`src/rtl/aud_csr_pkg.sv`:
```
package aud_csr_pkg;
  localparam int WORD_W  = 32;
  localparam int SR_BIT  = 31;
  localparam int CG_BIT  = 30;
  localparam int RUN_BIT = 0;
  localparam int IE_BIT  = 1;
  localparam int RX_BIT  = 2;
  localparam int FOL_BIT = 3;
  localparam int FMT_LSB = 4;

  typedef logic [WORD_W-1:0] word_t;

  typedef enum logic [1:0] {
    OP_WRITE = 2'd0,
    OP_SET   = 2'd1,
    OP_CLEAR = 2'd2,
    OP_NONE  = 2'd3
  } csr_op_e;

  // bits that survive and define the soft-reset state
  localparam word_t HOLD_BITS = (word_t'(1) << SR_BIT) | (word_t'(1) << CG_BIT);

  // apply one of the three write views to a word
  function automatic word_t csr_apply(word_t old, word_t data, csr_op_e op);
    case (op)
      OP_WRITE: return data;
      OP_SET:   return old | data;
      OP_CLEAR: return old & ~data;
      default:  return old;
    endcase
  endfunction

  // single-bit form of the same rule
  function automatic logic bit_apply(logic old, logic d, csr_op_e op);
    case (op)
      OP_WRITE: return d;
      OP_SET:   return old | d;
      OP_CLEAR: return old & ~d;
      default:  return old;
    endcase
  endfunction

  // implemented control bits for a given format width
  function automatic word_t ctrl_mask(int fmt_w);
    word_t m;
    m = HOLD_BITS;
    for (int i = 0; i < FMT_LSB + fmt_w; i++) m[i] = 1'b1;
    return m;
  endfunction
endpackage

```
`src/rtl/aud_csr_decode.sv`:
```
module aud_csr_decode
  import aud_csr_pkg::*;
#(
  parameter int ADDR_W = 3
) (
  input  logic              wr,
  input  logic [ADDR_W-1:0] addr,
  output csr_op_e           op,
  output logic              ctrl_wr,
  output logic              stat_wr,
  output logic              ctrl_rd,
  output logic              stat_rd
);
  localparam int SEL_BIT = 2;

  logic hi_ok;
  logic view_ok;

  generate
    if (ADDR_W > 3) begin : g_hi
      assign hi_ok = ~|addr[ADDR_W-1:3];
    end else begin : g_nohi
      assign hi_ok = 1'b1;
    end
  endgenerate

  assign op      = csr_op_e'(addr[1:0]);
  assign view_ok = hi_ok && (op != OP_NONE);
  assign ctrl_rd = view_ok && !addr[SEL_BIT];
  assign stat_rd = view_ok &&  addr[SEL_BIT];
  assign ctrl_wr = wr && ctrl_rd;
  assign stat_wr = wr && stat_rd;
endmodule

```
`src/rtl/aud_csr_ctrl.sv`:
```
module aud_csr_ctrl
  import aud_csr_pkg::*;
#(
  parameter int FMT_W = 5
) (
  input  logic    clk,
  input  logic    rst_n,
  input  logic    wr_hit,
  input  csr_op_e op,
  input  word_t   wdata,
  output word_t   ctrl_q,
  output logic    gated,
  output logic    sr_apply
);
  localparam word_t MASK = ctrl_mask(FMT_W);

  word_t raw;
  word_t merged;
  word_t nxt;

  assign gated = ctrl_q[SR_BIT] | ctrl_q[CG_BIT];

  always_comb begin
    raw = wr_hit ? csr_apply(ctrl_q, wdata & MASK, op) : ctrl_q;
    // while gated only the reset and gate bits may move
    merged = gated ? ((raw & HOLD_BITS) | (ctrl_q & ~HOLD_BITS)) : raw;
    sr_apply = merged[SR_BIT];
    nxt = sr_apply ? HOLD_BITS : merged;
  end

  always_ff @(posedge clk or negedge rst_n) begin
    if (!rst_n) ctrl_q <= HOLD_BITS;
    else        ctrl_q <= nxt;
  end
endmodule

```
`src/rtl/aud_csr_stat.sv`:
```
module aud_csr_stat
  import aud_csr_pkg::*;
#(
  parameter int N_FLAG = 2
) (
  input  logic              clk,
  input  logic              rst_n,
  input  logic              wr_hit,
  input  csr_op_e           op,
  input  logic [N_FLAG-1:0] wflags,
  input  logic [N_FLAG-1:0] ev,
  input  logic              gated,
  input  logic              sr_apply,
  output logic [N_FLAG-1:0] flags_q,
  output logic [N_FLAG-1:0] ev_take,
  output logic [N_FLAG-1:0] clr_req
);
  generate
    for (genvar i = 0; i < N_FLAG; i++) begin : g_flag
      logic q;
      logic sw;
      logic nxt;

      always_comb begin
        sw = wr_hit ? bit_apply(q, wflags[i], op) : q;
        if (sr_apply)   nxt = 1'b0;
        else if (gated) nxt = q;
        else            nxt = sw | ev[i];
      end

      always_ff @(posedge clk or negedge rst_n) begin
        if (!rst_n) q <= 1'b0;
        else        q <= nxt;
      end

      assign flags_q[i] = q;
      assign ev_take[i] = ev[i] & ~gated;
      assign clr_req[i] = wr_hit && ((op == OP_CLEAR && wflags[i]) ||
                                     (op == OP_WRITE && !wflags[i]));
    end
  endgenerate
endmodule

```
`src/rtl/aud_csr_bank.sv`:
```
module aud_csr_bank
  import aud_csr_pkg::*;
#(
  parameter int ADDR_W = 3,
  parameter int FMT_W  = 5
) (
  input  logic              clk,
  input  logic              rst_n,
  input  logic              reg_wr,
  input  logic [ADDR_W-1:0] reg_addr,
  input  logic [31:0]       reg_wdata,
  output logic [31:0]       reg_rdata,
  input  logic              fifo_underflow,
  input  logic              fifo_overflow,
  output logic              eng_run,
  output logic              eng_rx_mode,
  output logic              eng_follower,
  output logic [FMT_W-1:0]  eng_fmt,
  output logic              err_irq
);
  localparam int N_FLAG = 2;
  localparam int FMT_HI = FMT_LSB + FMT_W - 1;

  csr_op_e           op;
  logic              ctrl_wr, stat_wr, ctrl_rd, stat_rd;
  word_t             ctrl_q;
  logic              gated, sr_apply;
  logic [N_FLAG-1:0] flags_q, ev_take, clr_req;
  logic              busy;
  word_t             stat_word;

  aud_csr_decode #(.ADDR_W(ADDR_W)) u_dec (
    .wr(reg_wr), .addr(reg_addr), .op(op),
    .ctrl_wr(ctrl_wr), .stat_wr(stat_wr),
    .ctrl_rd(ctrl_rd), .stat_rd(stat_rd)
  );

  aud_csr_ctrl #(.FMT_W(FMT_W)) u_ctrl (
    .clk(clk), .rst_n(rst_n), .wr_hit(ctrl_wr), .op(op),
    .wdata(reg_wdata), .ctrl_q(ctrl_q), .gated(gated), .sr_apply(sr_apply)
  );

  aud_csr_stat #(.N_FLAG(N_FLAG)) u_stat (
    .clk(clk), .rst_n(rst_n), .wr_hit(stat_wr), .op(op),
    .wflags(reg_wdata[N_FLAG:1]), .ev({fifo_overflow, fifo_underflow}),
    .gated(gated), .sr_apply(sr_apply),
    .flags_q(flags_q), .ev_take(ev_take), .clr_req(clr_req)
  );

  assign busy = ctrl_q[RUN_BIT] & ~gated;

  always_comb begin
    stat_word = '0;
    stat_word[0] = busy;
    stat_word[N_FLAG:1] = flags_q;
  end

  assign reg_rdata    = ctrl_rd ? ctrl_q : (stat_rd ? stat_word : '0);
  assign eng_run      = busy;
  assign eng_rx_mode  = ctrl_q[RX_BIT];
  assign eng_follower = ctrl_q[FOL_BIT];
  assign eng_fmt      = ctrl_q[FMT_HI:FMT_LSB];
  assign err_irq      = ctrl_q[IE_BIT] & (|flags_q);
endmodule

```
`config.mk`:
```
export PLATFORM = sky130hd
export DESIGN_NAME = aud_csr_bank
export DESIGN_NICKNAME = d
export VERILOG_FILES = /design/src/rtl/aud_csr_pkg.sv /design/src/rtl/aud_csr_decode.sv /design/src/rtl/aud_csr_ctrl.sv /design/src/rtl/aud_csr_stat.sv /design/src/rtl/aud_csr_bank.sv
export SDC_FILE = /design/constraint.sdc
export NUM_CORES = 1
export LEC_CHECK = 0
export BUFFER_PORTS_ARGS = -buffer_cell sky130_fd_sc_hd__buf_2
export CELL_PAD_IN_SITES_DETAIL_PLACEMENT = 0
export CELL_PAD_IN_SITES_GLOBAL_PLACEMENT = 2
export CORE_ASPECT_RATIO = 0.9
export CORE_UTILIZATION = 21
export DETAILED_ROUTE_END_ITERATION = 10
export PLACE_DENSITY_LB_ADDON = 0.1
export SLEW_MARGIN = 10
export SYNTH_ARGS = -nofsm -noshare
export SYNTH_HDL_FRONTEND = slang
export SYNTH_SLANG_ARGS = --single-unit
```
`constraint.sdc`:
```
create_clock -name clk -period 1.5 [get_ports clk]
set_clock_uncertainty 0.1 [all_clocks]
set_input_delay 0.225 -clock clk [delete_from_list [all_inputs] [get_ports clk]]
set_output_delay 0.225 -clock clk [all_outputs]
set_load 0.005 [all_outputs]
```
# ---- Yosys cells after proc, flatten, opt, wreduce, memory -nomap -nowiden
# Cells that the tools add are included.
dict set report totals {
  register_bits 34
  input_bits 40
  output_inout_bits 41
}
dict set report op_classes {
  n_eq_ne 4
  n_mux 14
  bitwise_logic 16
  n_reduce_logical 10
}
# op n
set ops {}
lappend ops {{$mux W32} 4}
lappend ops {{$pmux W32 S3} 1}
lappend ops {{$and A32 B32 Y32} 1}
lappend ops {{$not A32 Y32} 1}
lappend ops {{$or A32 B30 Y32} 1}
lappend ops {{$or A32 B32 Y32} 1}
lappend ops {{$mux W1} 6}
lappend ops {{$pmux W1 S3} 2}
lappend ops {{$or A1 B1 Y1} 5}
lappend ops {{$reduce_bool A5 Y1} 1}
lappend ops {{$and A1 B1 Y1} 4}
lappend ops {{$logic_and A1 B1 Y1} 4}
lappend ops {{$ne A2 B2 Y1 const B} 2}
lappend ops {{$mux W3} 1}
lappend ops {{$not A1 Y1} 3}
lappend ops {{$reduce_bool A3 Y1} 1}
lappend ops {{$eq A2 B1 Y1 const B} 1}
lappend ops {{$eq A2 B2 Y1 const B} 1}
lappend ops {{$logic_not A2 Y1} 1}
lappend ops {{$reduce_and A2 Y1} 1}
lappend ops {{$reduce_or A2 Y1} 1}
lappend ops {{$logic_not A1 Y1} 1}

# ---- Logic depth before layout (Yosys ltp)
dict set report depth {
  ltp_word 8
  ltp_mapped 6
  ltp_nobuf 4
}

# ---- Hierarchy
# A second synthesis with hierarchy kept.
dict set report unflattened {
  cells_unflattened 158
  area_unflattened_um2 1297.5
}
# mod instances cells_each area_per_inst_um2
set by_module_without_submodules {}
lappend by_module_without_submodules {aud_csr_ctrl 1 90 807.0}
lappend by_module_without_submodules {aud_csr_bank 1 42 249.0}
lappend by_module_without_submodules {aud_csr_stat 1 20 193.9}
lappend by_module_without_submodules {aud_csr_decode 1 6 47.5}

# ---- Worst setup path before layout
# Ideal clock, no wire load.
dict set report synth_timing {
  kind {flip-flop to flip-flop}
  from {register u_ctrl.ctrl_q[30]}
  to {register u_ctrl.ctrl_q[0]}
  setup_time_ns 0.121
  arrival_ns 1.147
  t_required_ns 1.279
  setup_slack_ns 0.132
  path_stages_with_launch 6
  n_path_buf 1
  path_cell_list {dfstp_2 > nor4b_2 > o21ai_0 > o211a_1 > buf_6 > a22o_1}
}
dict set report synth_via {
  elab_chain_cells 4
}
# item line_no
set synth_lines {}
lappend synth_lines {{start: declaration} aud_csr_ctrl.sv:11} ;# output word_t ctrl_q,
lappend synth_lines {{start signal: assignment} aud_csr_ctrl.sv:33} ;# else ctrl_q <= nxt;
lappend synth_lines {{$or A1 B1 Y1 *} aud_csr_ctrl.sv:21} ;# assign gated = ctrl_q[SR_BIT] | ctrl_q[CG_BIT];
lappend synth_lines {{$mux W32} aud_csr_ctrl.sv:26} ;# merged = gated ? ((raw & HOLD_BITS) | (ctrl_q & ~HOLD_BITS)) : raw;
lappend synth_lines {{$reduce_bool A5 Y1 (no source line) / $reduce_bool A3 Y1 (equally long branches)} n/a}
lappend synth_lines {{$reduce_and A2 Y1 (no source line)} n/a}
# Mark *: on every way between the ends. The rest lies on a longest branch, timed or not.
# A chain may end at the register's enable or synchronous reset.

# ---- Final worst setup path
dict set report layout_timing {
  from {register u_ctrl.ctrl_q[30]}
  to {output port reg_rdata[0]}
}
dict set report layout_via {
  elab_chain_cells 5
}
# item line_no
set layout_lines {}
lappend layout_lines {{$or A1 B1 Y1} aud_csr_ctrl.sv:21}
lappend layout_lines {{$not A1 Y1} n/a}
lappend layout_lines {{$and A1 B1 Y1} aud_csr_bank.sv:50} ;# assign busy = ctrl_q[RUN_BIT] & ~gated;
lappend layout_lines {{$mux W3} aud_csr_bank.sv:58} ;# assign reg_rdata = ctrl_rd ? ctrl_q : (stat_rd ? stat_word : '0);
lappend layout_lines {{$mux W32} aud_csr_bank.sv:58}
lappend layout_lines {{end: declaration} aud_csr_bank.sv:12} ;# output logic [31:0] reg_rdata,
# Every way passes these cells.

==> summary.txt <==
Final Non-Filler Cells = 251
crit start category = flip-flop
leading area contributor after synthesis = dfrtp_1
clock slew at reported path FFs = 60 ps
First-pass DRT Iterations = 4
die area = 5770 sq um
cells after synthesis = 137
worst-case clock buffer depth = 2
Hold WS = 188 ps
All-Layer GR Usage = 0.116
CP dominant cell by count = buf_6
Seq/Total Area, Yosys = 0.285
post-DR wirelength/cell = 13.3 um
Placed Cells = 242
minimum clock period = 1570 ps
row cnt = 25
synth warn = 0
DRC = 0
clk_lat worst skew = 240 ps
register area = 328 sq um
Leakage = 0.741 nW
# IOs = 81
WHS Endpoint = u_ctrl.ctrl_q[30]
DRT antenna net count = 0
Yosys top cell area share = 0.240
IO Port Bufs = 38
final setup fails = 10
Reg-to-Reg Start = u_ctrl.ctrl_q[30]
CP peak stage delay = 550 ps
critical path required time = 1170 ps
pre-CTS setup slack = -73.1 ps
H-tree depth = 1
worst ir drop on vdd = 0.294 mV
Routed WL = 3.34 mm
Tcrit/Tclk final = 1.04
Max-cap violations = 0
number of global-route vias before repair = 950
r2r worst-path depth = 6
area of the multi-input gates = 632 sq um
slowest stage cell, crit path = dfstp_2
RSZ-0062 raised after global routing = yes
reg2reg end = u_ctrl.ctrl_q[4]
power per cell area = 711 nW/um^2
Worst Path Buf+Inv = 2
CP Class = reg -> out
initial DRC count = 70
post-layout net count = 225
r2r setup slk = -60 ps
# diodes = 0
Hold Crit Start = reg_wdata[30]
Die Ht = 72.2 um
core area = 5260 sq um
post-synthesis register bit count = 13
share of layout cells above drive strength 1 = 0.380
Worst Hold Class = in -> reg
initial antenna violation count = 0
status = finished with violations
failing checks = negative setup slack
worst-path maximum fanout = 3
Final Max Slew Viols = 0
GRT overflow = 0
Unique masters post-synth = 31
endpoint class of the critical path = output port
CP cell instances = buf_6, o21ai_2, and3_4, buf_6
global-route wire length before repair = 4.96 mm
dpl hpwl = 2.38 mm
largest net degree at the start of global routing = 14
most frequent cells in the layout = buf_2 (37), conb_1 (21), a21oi_1 (14), inv_1 (12), buf_4 (12)
leading cell type in the layout, fill and taps excluded = buf_2
Placer Congestion = 0.677
clock sinks = 13
CP arrival = 1240 ps
top post-synthesis cells by area = dfrtp_1 (24%), buf_4 (18%), a21oi_1 (7.0%)
hold-critical path depth = 3
Top Family by Delay on Critical Path = flip-flops
fmax = 638 MHz
# fillers = 579
mean post-synth cell area = 8.38 sq um
total CTS buffers = 3
final hold viol count = 0
Root Driver = clkbuf_8
Via density = 4.28
P&R area growth vs syn = 32.4%
CTS tree = built
Starting Density = 0.219
Synth Cell Area = 1150 sq um
vias post-DR = 1,074
Die Width = 80.0 um
slack of the critical path = -67.0 ps
==> power by group <==
group          switching, mW  internal, mW  total [mW]  leakage, nW
Clock                  0.136         0.188       0.324       0.0228
Combinational          0.183         0.183       0.367        0.544
Sequential            0.0161         0.375       0.391        0.174
==> stage by stage <==
stage	area, sq um	power, mW	utilization	setup TNS (ps)
6_report	1520	1.08	0.289	-485
5_1_grt	1520	1.15	0.289	-886
4_1_cts	1450	1.04	0.275	-611
3_5_place_dp	1360	0.684	0.259	-853
3_3_place_gp	1360	0.685	0.259	-561
2_1_floorplan	1220	0.587	-	0
==> per-layer routing <==
metal / GRT usage / vias up / part of all wire
li1: - / 533 / -
met1: 0.149 / 496 / 0.47
met2: 0.193 / 43 / 0.47
met3: 0.0302 / 2 / 0.054
met4: 0.0298 / 0 / 0.0069
met5: 0 / - / 0
==> worst reg2reg max path, stage by stage, from the launching register on <==
cell,delay [ps]
dfstp_2,380
buf_6,130
nor3_4,180
a21oi_2,60
o211a_4,260
clkbuf_16,160
a22o_1,200
==> worst max-delay path by stage <==
stage	from	end	slack, ps	cells past startpoint
after floorplan	u_ctrl.ctrl_q[30]	u_ctrl.ctrl_q[0]	130	5
after global placement	reg_addr[1]	reg_rdata[30]	-50	4
after detailed placement	reg_addr[0]	u_ctrl.ctrl_q[7]	-70	5
after CTS	u_ctrl.ctrl_q[31]	reg_rdata[0]	-90	4
after global routing	u_ctrl.ctrl_q[30]	reg_rdata[0]	-110	4
final	u_ctrl.ctrl_q[30]	reg_rdata[0]	-70	4
==> layout make-up <==
| type | instances | area share |
|---|---|---|
| well taps | 67 | 0.0551 |
| clock buffers | 4 | 0.0296 |
| flip-flops and latches | 13 | 0.216 |
| repair buffers | 57 | 0.254 |
| inverters | 12 | 0.0296 |
| multi-input cells | 98 | 0.416 |
==> synthesized netlist by cell type <==
library cell and instances:
a21oi_1 16, a22o_1 9, and2_1 8, and3_1 2, buf_1 1, buf_2 1, buf_4 28, buf_6 3
clkbuf_1 1, conb_1 1, dfrtp_1 11, dfstp_2 2, inv_1 12, mux2i_1 2, nand2_1 3, nand2b_1 1
nand2b_4 1, nand3_1 1, nor2_1 6, nor2b_1 1, nor3_1 2, nor3_4 1, nor3b_1 2, nor4b_2 1
o211a_1 1, o21ai_0 7, o21ai_1 1, o221ai_1 1, o22ai_1 1, o311ai_0 1, o32ai_1 9
==> kinds of logic after synthesis <==
kind of cell | Yosys count | share of synthesized area
AO/OA/AOI/OAI | 46 | 0.271
buffers and inverters | 46 | 0.263
AND/OR/NAND/NOR | 29 | 0.160
flip-flops | 13 | 0.285
multiplexers | 2 | 0.0174
other | 1 | 0.00326
==> repair_timing <==
item                       CTS  global route
resized for setup            7            10
setup endpoints to repair   18            10
hold buffers                 1             0
hold endpoints to repair    11             0
buffers inserted             2             1
gates cloned                 0             1
pin swaps                    3            14
==> registers in the layout, indices dropped and copies added, names as in the netlist <==
signal and flops:
u_ctrl.ctrl_q 11, u_stat.g_flag.q 2
(Power assumes the default switching activity.)
